[config.mk]
export PLATFORM = sky130hd
export DESIGN_NAME = vl_instr_decoder
export DESIGN_NICKNAME = d
export VERILOG_FILES = /design/src/rtl/vlid_pkg.sv /design/src/rtl/vlid_field_split.sv /design/src/rtl/vlid_long_table.sv /design/src/rtl/vlid_short_table.sv /design/src/rtl/vl_instr_decoder.sv
export SDC_FILE = /design/constraint.sdc
export NUM_CORES = 1
export LEC_CHECK = 0
export CAP_MARGIN = 20
export CORE_ASPECT_RATIO = 1.5
export CORE_MARGIN = 5
export CORE_UTILIZATION = 45
export DETAILED_ROUTE_END_ITERATION = 7
export GPL_ROUTABILITY_DRIVEN = 0
export PLACE_DENSITY = 0.77
export SYNTH_ARGS = -nofsm -noshare
export SYNTH_HDL_FRONTEND = slang
export SYNTH_SLANG_ARGS = --single-unit
[constraint.sdc]
create_clock -name clk -period 2 [get_ports clk]
set_input_delay 0.3 -clock clk [delete_from_list [all_inputs] [get_ports clk]]
set_output_delay 0.3 -clock clk [all_outputs]
set_load 0.05 [all_outputs]
[src/rtl/vlid_pkg.sv]
// Package: shared widths, class bit positions, exception codes and the
// attribute record produced by the opcode tables.
package vlid_pkg;
    localparam int WORD_W   = 16;
    localparam int REG_W    = 4;
    localparam int OP_W     = 8;
    localparam int IMM8_W   = 8;
    localparam int DISP_W   = 16;
    localparam int NCLS     = 9;
    localparam int LEN_W    = 3;

    localparam int CLS_ALU   = 0;
    localparam int CLS_LOAD  = 1;
    localparam int CLS_STORE = 2;
    localparam int CLS_BR    = 3;
    localparam int CLS_JUMP  = 4;
    localparam int CLS_CALL  = 5;
    localparam int CLS_RET   = 6;
    localparam int CLS_SREG  = 7;
    localparam int CLS_EXC   = 8;

    typedef enum logic [1:0] {
        FMT_NONE  = 2'd0,
        FMT_ONE   = 2'd1,
        FMT_TWO   = 2'd2,
        FMT_THREE = 2'd3
    } fmt_e;

    typedef enum logic [1:0] {
        EXC_NONE    = 2'd0,
        EXC_ILLEGAL = 2'd1,
        EXC_SWI     = 2'd2,
        EXC_BREAK   = 2'd3
    } exc_e;

    typedef struct packed {
        logic [NCLS-1:0] cls;
        logic            long_form;
        logic            legal;
        exc_e            exc;
        logic            shift5;
    } op_attr_t;

    // Attribute record for an undefined encoding.
    function automatic op_attr_t illegal_attr();
        op_attr_t a;
        a.cls       = '0;
        a.cls[CLS_EXC] = 1'b1;
        a.long_form = 1'b0;
        a.legal     = 1'b0;
        a.exc       = EXC_ILLEGAL;
        a.shift5    = 1'b0;
        return a;
    endfunction
endpackage

[src/rtl/vlid_field_split.sv]
// Field splitter: picks the format from the top bits of the word and
// extracts operation code, register indices, 8-bit value and the scaled
// branch displacement. Purely combinational; assumes nothing about legality.
module vlid_field_split
    import vlid_pkg::*;
#(
    parameter int W        = WORD_W,
    parameter int DW       = DISP_W,
    parameter int BR_OFS_W = 10
) (
    input  logic [W-1:0]      word,
    output fmt_e              fmt,
    output logic [OP_W-1:0]   op,
    output logic [REG_W-1:0]  ra,
    output logic [REG_W-1:0]  rb,
    output logic [IMM8_W-1:0] imm8,
    output logic [DW-1:0]     disp
);
    localparam int EXT_W = DW - BR_OFS_W - 1;

    logic [DW-1:0] disp_scaled;

    // Sign-extend the branch offset field and scale it to bytes.
    always_comb begin
        disp_scaled = {{EXT_W{word[BR_OFS_W-1]}}, word[BR_OFS_W-1:0], 1'b0};
    end

    // Format selection and field extraction per format.
    always_comb begin
        fmt  = FMT_NONE;
        op   = '0;
        ra   = '0;
        rb   = '0;
        imm8 = '0;
        disp = '0;
        if (!word[W-1]) begin
            fmt = FMT_ONE;
            op  = word[W-1 -: OP_W];
            ra  = word[7:4];
            rb  = word[3:0];
        end else if (!word[W-2]) begin
            fmt  = FMT_TWO;
            op   = {{(OP_W-2){1'b0}}, word[13:12]};
            ra   = word[11:8];
            imm8 = word[IMM8_W-1:0];
        end else begin
            fmt  = FMT_THREE;
            op   = {{(OP_W-4){1'b0}}, word[13:10]};
            disp = disp_scaled;
        end
    end
endmodule

[src/rtl/vlid_long_table.sv]
// Format 1 table: maps the 8-bit operation code to class, length, legality,
// exception code and the shift flag. Assumes the code came from a word with
// bit 15 clear, so only codes below 0x80 occur.
module vlid_long_table
    import vlid_pkg::*;
(
    input  logic [OP_W-1:0] op,
    output op_attr_t        attr
);
    logic [NCLS-1:0] cls_v;
    logic            known;

    // Class lookup; unknown codes fall through to not-known.
    always_comb begin
        cls_v = '0;
        known = 1'b1;
        unique case (op) inside
            8'h07, 8'h08, 8'h0A, 8'h0C, 8'h1C, 8'h1D,
            8'h21, 8'h22, 8'h36, 8'h38:           cls_v[CLS_LOAD]  = 1'b1;
            8'h06, 8'h09, 8'h0B, 8'h0D, 8'h1E, 8'h1F,
            8'h23, 8'h24, 8'h37, 8'h39:           cls_v[CLS_STORE] = 1'b1;
            8'h03, 8'h19:                         cls_v[CLS_CALL]  = 1'b1;
            8'h04:                                cls_v[CLS_RET]   = 1'b1;
            8'h1A, 8'h25:                         cls_v[CLS_JUMP]  = 1'b1;
            8'h30, 8'h35:                         cls_v[CLS_EXC]   = 1'b1;
            8'h00, 8'h01, 8'h02, 8'h05, 8'h0E, 8'h1B,
            8'h20, [8'h26:8'h2F], [8'h31:8'h34]:  cls_v[CLS_ALU]   = 1'b1;
            default:                              known = 1'b0;
        endcase
    end

    // Length, exception and shift attributes of known codes.
    always_comb begin
        if (!known) begin
            attr = illegal_attr();
        end else begin
            attr.cls   = cls_v;
            attr.legal = 1'b1;
            attr.long_form = (op inside {8'h01, 8'h03, 8'h08, 8'h09, 8'h0C,
                                         8'h0D, 8'h1A, 8'h1B, 8'h1D, 8'h1F,
                                         8'h20, 8'h22, 8'h24, 8'h30,
                                         [8'h36:8'h39]});
            attr.shift5 = (op inside {8'h27, 8'h28, 8'h2D});
            attr.exc    = (op == 8'h30) ? EXC_SWI :
                          (op == 8'h35) ? EXC_BREAK : EXC_NONE;
        end
    end
endmodule

[src/rtl/vlid_short_table.sv]
// Tables for format 2 (register plus value) and format 3 (branch). Both are
// always 2 bytes long. Assumes op holds the zero-extended code of its format.
module vlid_short_table
    import vlid_pkg::*;
#(
    parameter int NUM_BR_CONDS = 10
) (
    input  fmt_e            fmt,
    input  logic [OP_W-1:0] op,
    output op_attr_t        attr
);
    // Attribute selection for the two short formats.
    always_comb begin
        attr           = '0;
        attr.legal     = 1'b1;
        attr.exc       = EXC_NONE;
        attr.long_form = 1'b0;
        attr.shift5    = 1'b0;
        if (fmt == FMT_TWO) begin
            if (op[1]) attr.cls[CLS_SREG] = 1'b1;
            else       attr.cls[CLS_ALU]  = 1'b1;
        end else if (int'(op) < NUM_BR_CONDS) begin
            attr.cls[CLS_BR] = 1'b1;
        end else begin
            attr = illegal_attr();
        end
    end
endmodule

[src/rtl/vl_instr_decoder.sv]
// Top: decodes a strobed 16-bit word into a registered bundle, valid with
// out_done one cycle after in_valid; the bundle holds between strobes.
// Assumes one word per strobe; the 32-bit immediate is fetched elsewhere.
module vl_instr_decoder
    import vlid_pkg::*;
#(
    parameter int SHORT_LEN = 2,
    parameter int LONG_LEN  = 6
) (
    input  logic                clk,
    input  logic                rst_n,
    input  logic                in_valid,
    input  logic [WORD_W-1:0]   in_word,
    output logic                out_done,
    output logic [1:0]          out_fmt,
    output logic [OP_W-1:0]     out_op,
    output logic [REG_W-1:0]    out_ra,
    output logic [REG_W-1:0]    out_rb,
    output logic [IMM8_W-1:0]   out_imm8,
    output logic [DISP_W-1:0]   out_disp,
    output logic [NCLS-1:0]     out_cls,
    output logic [LEN_W-1:0]    out_len,
    output logic                out_need_imm,
    output logic                out_illegal,
    output logic [1:0]          out_exc,
    output logic                out_shift5
);
    fmt_e              fmt_c;
    logic [OP_W-1:0]   op_c;
    logic [REG_W-1:0]  ra_c, rb_c;
    logic [IMM8_W-1:0] imm8_c;
    logic [DISP_W-1:0] disp_c;
    op_attr_t          long_attr, short_attr, sel_attr;

    vlid_field_split u_split (
        .word (in_word),
        .fmt  (fmt_c),
        .op   (op_c),
        .ra   (ra_c),
        .rb   (rb_c),
        .imm8 (imm8_c),
        .disp (disp_c)
    );

    vlid_long_table u_long (
        .op   (op_c),
        .attr (long_attr)
    );

    vlid_short_table u_short (
        .fmt  (fmt_c),
        .op   (op_c),
        .attr (short_attr)
    );

    // Pick the table that owns the detected format.
    always_comb begin
        sel_attr = (fmt_c == FMT_ONE) ? long_attr : short_attr;
    end

    // Done strobe: one cycle after each accepted word.
    always_ff @(posedge clk) begin
        if (!rst_n) out_done <= 1'b0;
        else        out_done <= in_valid;
    end

    // Bundle register: load on strobe, hold otherwise.
    always_ff @(posedge clk) begin
        if (!rst_n) begin
            out_fmt      <= '0;
            out_op       <= '0;
            out_ra       <= '0;
            out_rb       <= '0;
            out_imm8     <= '0;
            out_disp     <= '0;
            out_cls      <= '0;
            out_len      <= '0;
            out_need_imm <= 1'b0;
            out_illegal  <= 1'b0;
            out_exc      <= '0;
            out_shift5   <= 1'b0;
        end else if (in_valid) begin
            out_fmt      <= fmt_c;
            out_op       <= op_c;
            out_ra       <= ra_c;
            out_rb       <= rb_c;
            out_imm8     <= imm8_c;
            out_disp     <= disp_c;
            out_cls      <= sel_attr.cls;
            out_len      <= sel_attr.long_form ? LEN_W'(LONG_LEN) : LEN_W'(SHORT_LEN);
            out_need_imm <= sel_attr.long_form;
            out_illegal  <= !sel_attr.legal;
            out_exc      <= sel_attr.exc;
            out_shift5   <= sel_attr.shift5;
        end
    end
endmodule

==> results of run 1 <==
==> per-layer routing <==
metal	global-route usage, %	share of wire [%]	vias to the layer above
li1	-	-	1349
met1	25.2	37	1332
met2	40.9	52	148
met3	3.87	6.2	37
met4	12.9	4.6	0
met5	0	0	-
==> final cells by class <==
type / count / area share, %
Multi-Input combinational cell: 213 / 36.7
Timing Repair Buffer: 149 / 33.1
Sequential cell: 51 / 25.1
Tap cell: 72 / 2.22
Clock buffer: 5 / 1.69
Inverter: 7 / 0.647
Clock inverter: 3 / 0.462
==> per-stage QoR <==
stage / setup WS (ps) / cells
detailed placement: -510 / 491
global route: -4.94 / 500
floorplan: 248 / 306
finish: 102 / 500
global placement: -451 / 491
CTS: 4.33 / 500
==> critical path, cell delays in order <==
cell and delay, ps:
dlygate4sd2_1 290, bufbuf_16 300, buf_4 160, a22oi_1 290, o32ai_1 140, a211oi_2 290, o41ai_1 120, a22o_1 200
==> repair_timing <==
action	CTS	global route
setup endpoints to repair	9	7
hold buffers	0	0
pin swaps	2	4
gates resized for setup	13	11
gates cloned	1	0
==> flip-flops by register name, indices dropped and copies added (netlist names) <==
register     cells
out_disp        10
out_cls          9
out_imm8         8
out_op           7
out_ra           4
out_rb           4
out_exc          2
out_fmt          2
out_len          2
out_done         1
out_illegal      1
out_shift5       1
==> layout by cell type, fill, tap and decap left out, drive strengths merged, types with 4 or more instances in the layout <==
| cell | n |
|---|---|
| a22o | 23 |
| nor2b | 9 |
| a21oi | 15 |
| clkbuf | 6 |
| nor3b | 4 |
| mux2i | 7 |
| clkdlybuf4s50 | 68 |
| nand2 | 34 |
| buf | 73 |
| o21ai | 7 |
| and3 | 4 |
| nor2 | 21 |
| nand3 | 12 |
| nand4 | 7 |
| nor3 | 5 |
| a211oi | 4 |
| inv | 8 |
| dfxtp | 51 |
| a21boi | 9 |
==> kinds of logic (layout without fill, tap and decap cells) <==
kind of cell / Yosys count / count (layout)
xor+xnor: 1 / 1
compound gates: 92 / 92
mux: 7 / 7
buf+inv: 42 / 164
simple gates: 110 / 110
flops: 51 / 51
other cells: 1 / 3
==> final timing paths <==
path	from	endpoint
max	in_word[15]	out_cls[1]$_SDFFE_PN0P_
min	out_cls[5]$_SDFFE_PN0P_	out_cls[5]$_SDFFE_PN0P_
max reg2reg	out_ra[0]$_SDFFE_PN0P_	out_ra[0]$_SDFFE_PN0P_
min reg2reg	out_cls[5]$_SDFFE_PN0P_	out_cls[5]$_SDFFE_PN0P_
==> report_power, final <==
part           total, mW  internal, mW  switching (mW)
Combinational      0.721         0.296           0.425
Clock              0.596         0.247           0.349
Sequential          1.08          1.06          0.0219
Total               2.39          1.60           0.796
==> flow_summary.yaml, run 1 <==
cts:
  clkSlewWorstSetupHoldPaths_ps: 90
  cts_inserted_buffers: 5
  cts-htree-levels: 2
  clock_sink_count: 51
  cts-root-buf: "clkbuf_8"
  tritoncts: "done"
  max_root_sink_buffers: 2
  cts_setup_buffers: 0
  worstSkewPairLatency_ps: 310
placement:
  port-buffer-count: 75
  placed_area_um2: 3860
  post-dp-hpwl_um: 6490
flow_run:
  cap_viol_max_count: 0
global_route:
  grt_max_degree: 26
  grt_first_pass_wirelength_um: 14200
  globalRouteTotalUtil_pct: 23.2
  globalRouteOverflowTotal: 0
  grt_pass1_vias: 2885
  grt_antenna_before_repair: 0
layout:
  antenna-diode-count: 0
  nets: 446
  final.fill_count: 474
  multi_input_area_um2: 1490
  final_design_area_no_fill_um2: 4060
  seq_area_um2: 1020
  postLayoutCoreUtil_pct: 70.2
  drive_gt1_share_pct: 25.0
  area_delta_synth_final_pct: 53.0
floorplan:
  design.die.area_um2: 7570
  fp.dieW_um: 72.7
  num_rows: 34
  die_height_um: 104
  core_area_um2: 5790
  initial_utilization_pct: 45.9
  io-pin-count: 79
synthesis:
  synthAdderAreaFrac_pct: 0
  asyncSetResetFlopFracSynth_pct: 0
  synth_common_cells: "dfxtp_1, nand2_1, a22o_1, nor2_1, a21oi_1"
  synth_cells: 304
  synth_xor_xnor_area_share_pct: 0.330
  synth_area_um2: 2660
  synth_ff_type: "dfxtp_1"
  dominant_combinational_cell_family_by_area_after_synthesis: "compound AO/OA/AOI/OAI gates"
  post_synth_mux_area_share_pct: 2.78
  synthDominantCellAreaShare_pct: 38.4
  synth-seq-cells: 51
  synth_edf_count: 0
  simple_gate_share_of_the_synthesized_area_pct: 22.0
  synthesis.yosys.warnings: 0
  part_of_the_yosys_area_used_for_sequential_elements_pct: 38.4
  synth_top_cells_by_area: "dfxtp_1, a22o_1, nand2_1"
  yosys.cell_types.count: 61
  synth_area_per_cell_um2: 8.74
  yosys.cell_count.top_type: "dfxtp_1"
  synth.largest_area_cell: "dfxtp_1"
  compound_gate_fraction_of_synth_area_pct: 27.4
timing:
  finalSetupViolCount: 0
  tns_ps: 0
  timing_hold_violations_final: 0
  fmax_mhz: 527
  hold_ws_ps: 457
  min_period_ps: 1900
  timing.slew.headroom_pct: 64.3
  fin_worst_skew_ps: 0
  timing_worst_slew_pin_value_ps: 534
  timing.final.crit_share_pct: 94.9
  slew_violations: 0
critical_path:
  endpoint_kind: "flip-flop"
  path_max_fanout: 11
  timing.reg2reg.setup_slack_ps: 1220
  critPathLaunchType: "input pin"
  reg2reg_depth: 2
  worst_endpoint_required_time_ps: 2200
  cp_data_arrival_time_ps: 2100
  criticalPathCategory: "in2reg"
route:
  initialDrtViolationCount: 175
  first_pass_iters: 5
  routed_vias: 2866
  wire_per_inst_um: 17.1
  route.detailed.vias_per_inst: 5.73
  detail_route.wirelength_um: 8540
  antenna_left: 0
  drc: 0
power:
  p_leak_nw: 1.71
  total_power_mw: 2.39
  irDropWorstVdd_v: 0.000556
  pwr_density_cell_nw_per_um2: 589
worst_hold_path:
  hold-path-cell-count: 2
  worst_hold_path_type: "reg2reg"
run_status:
  outcome: "finished clean"
(Power assumes the default switching activity.)
==> run 2, diff against run 1 <==
- TNS_END_PERCENT: not set -> 1
==> results of run 2 <==
Same layout as run 1: the final DEF is identical, and so are final timing and power.
==> run 3, diff against run 2 <==
- SLEW_MARGIN: not set -> 20
==> results of run 3 <==
Same layout as run 1: the final DEF is identical, and so are final timing and power.
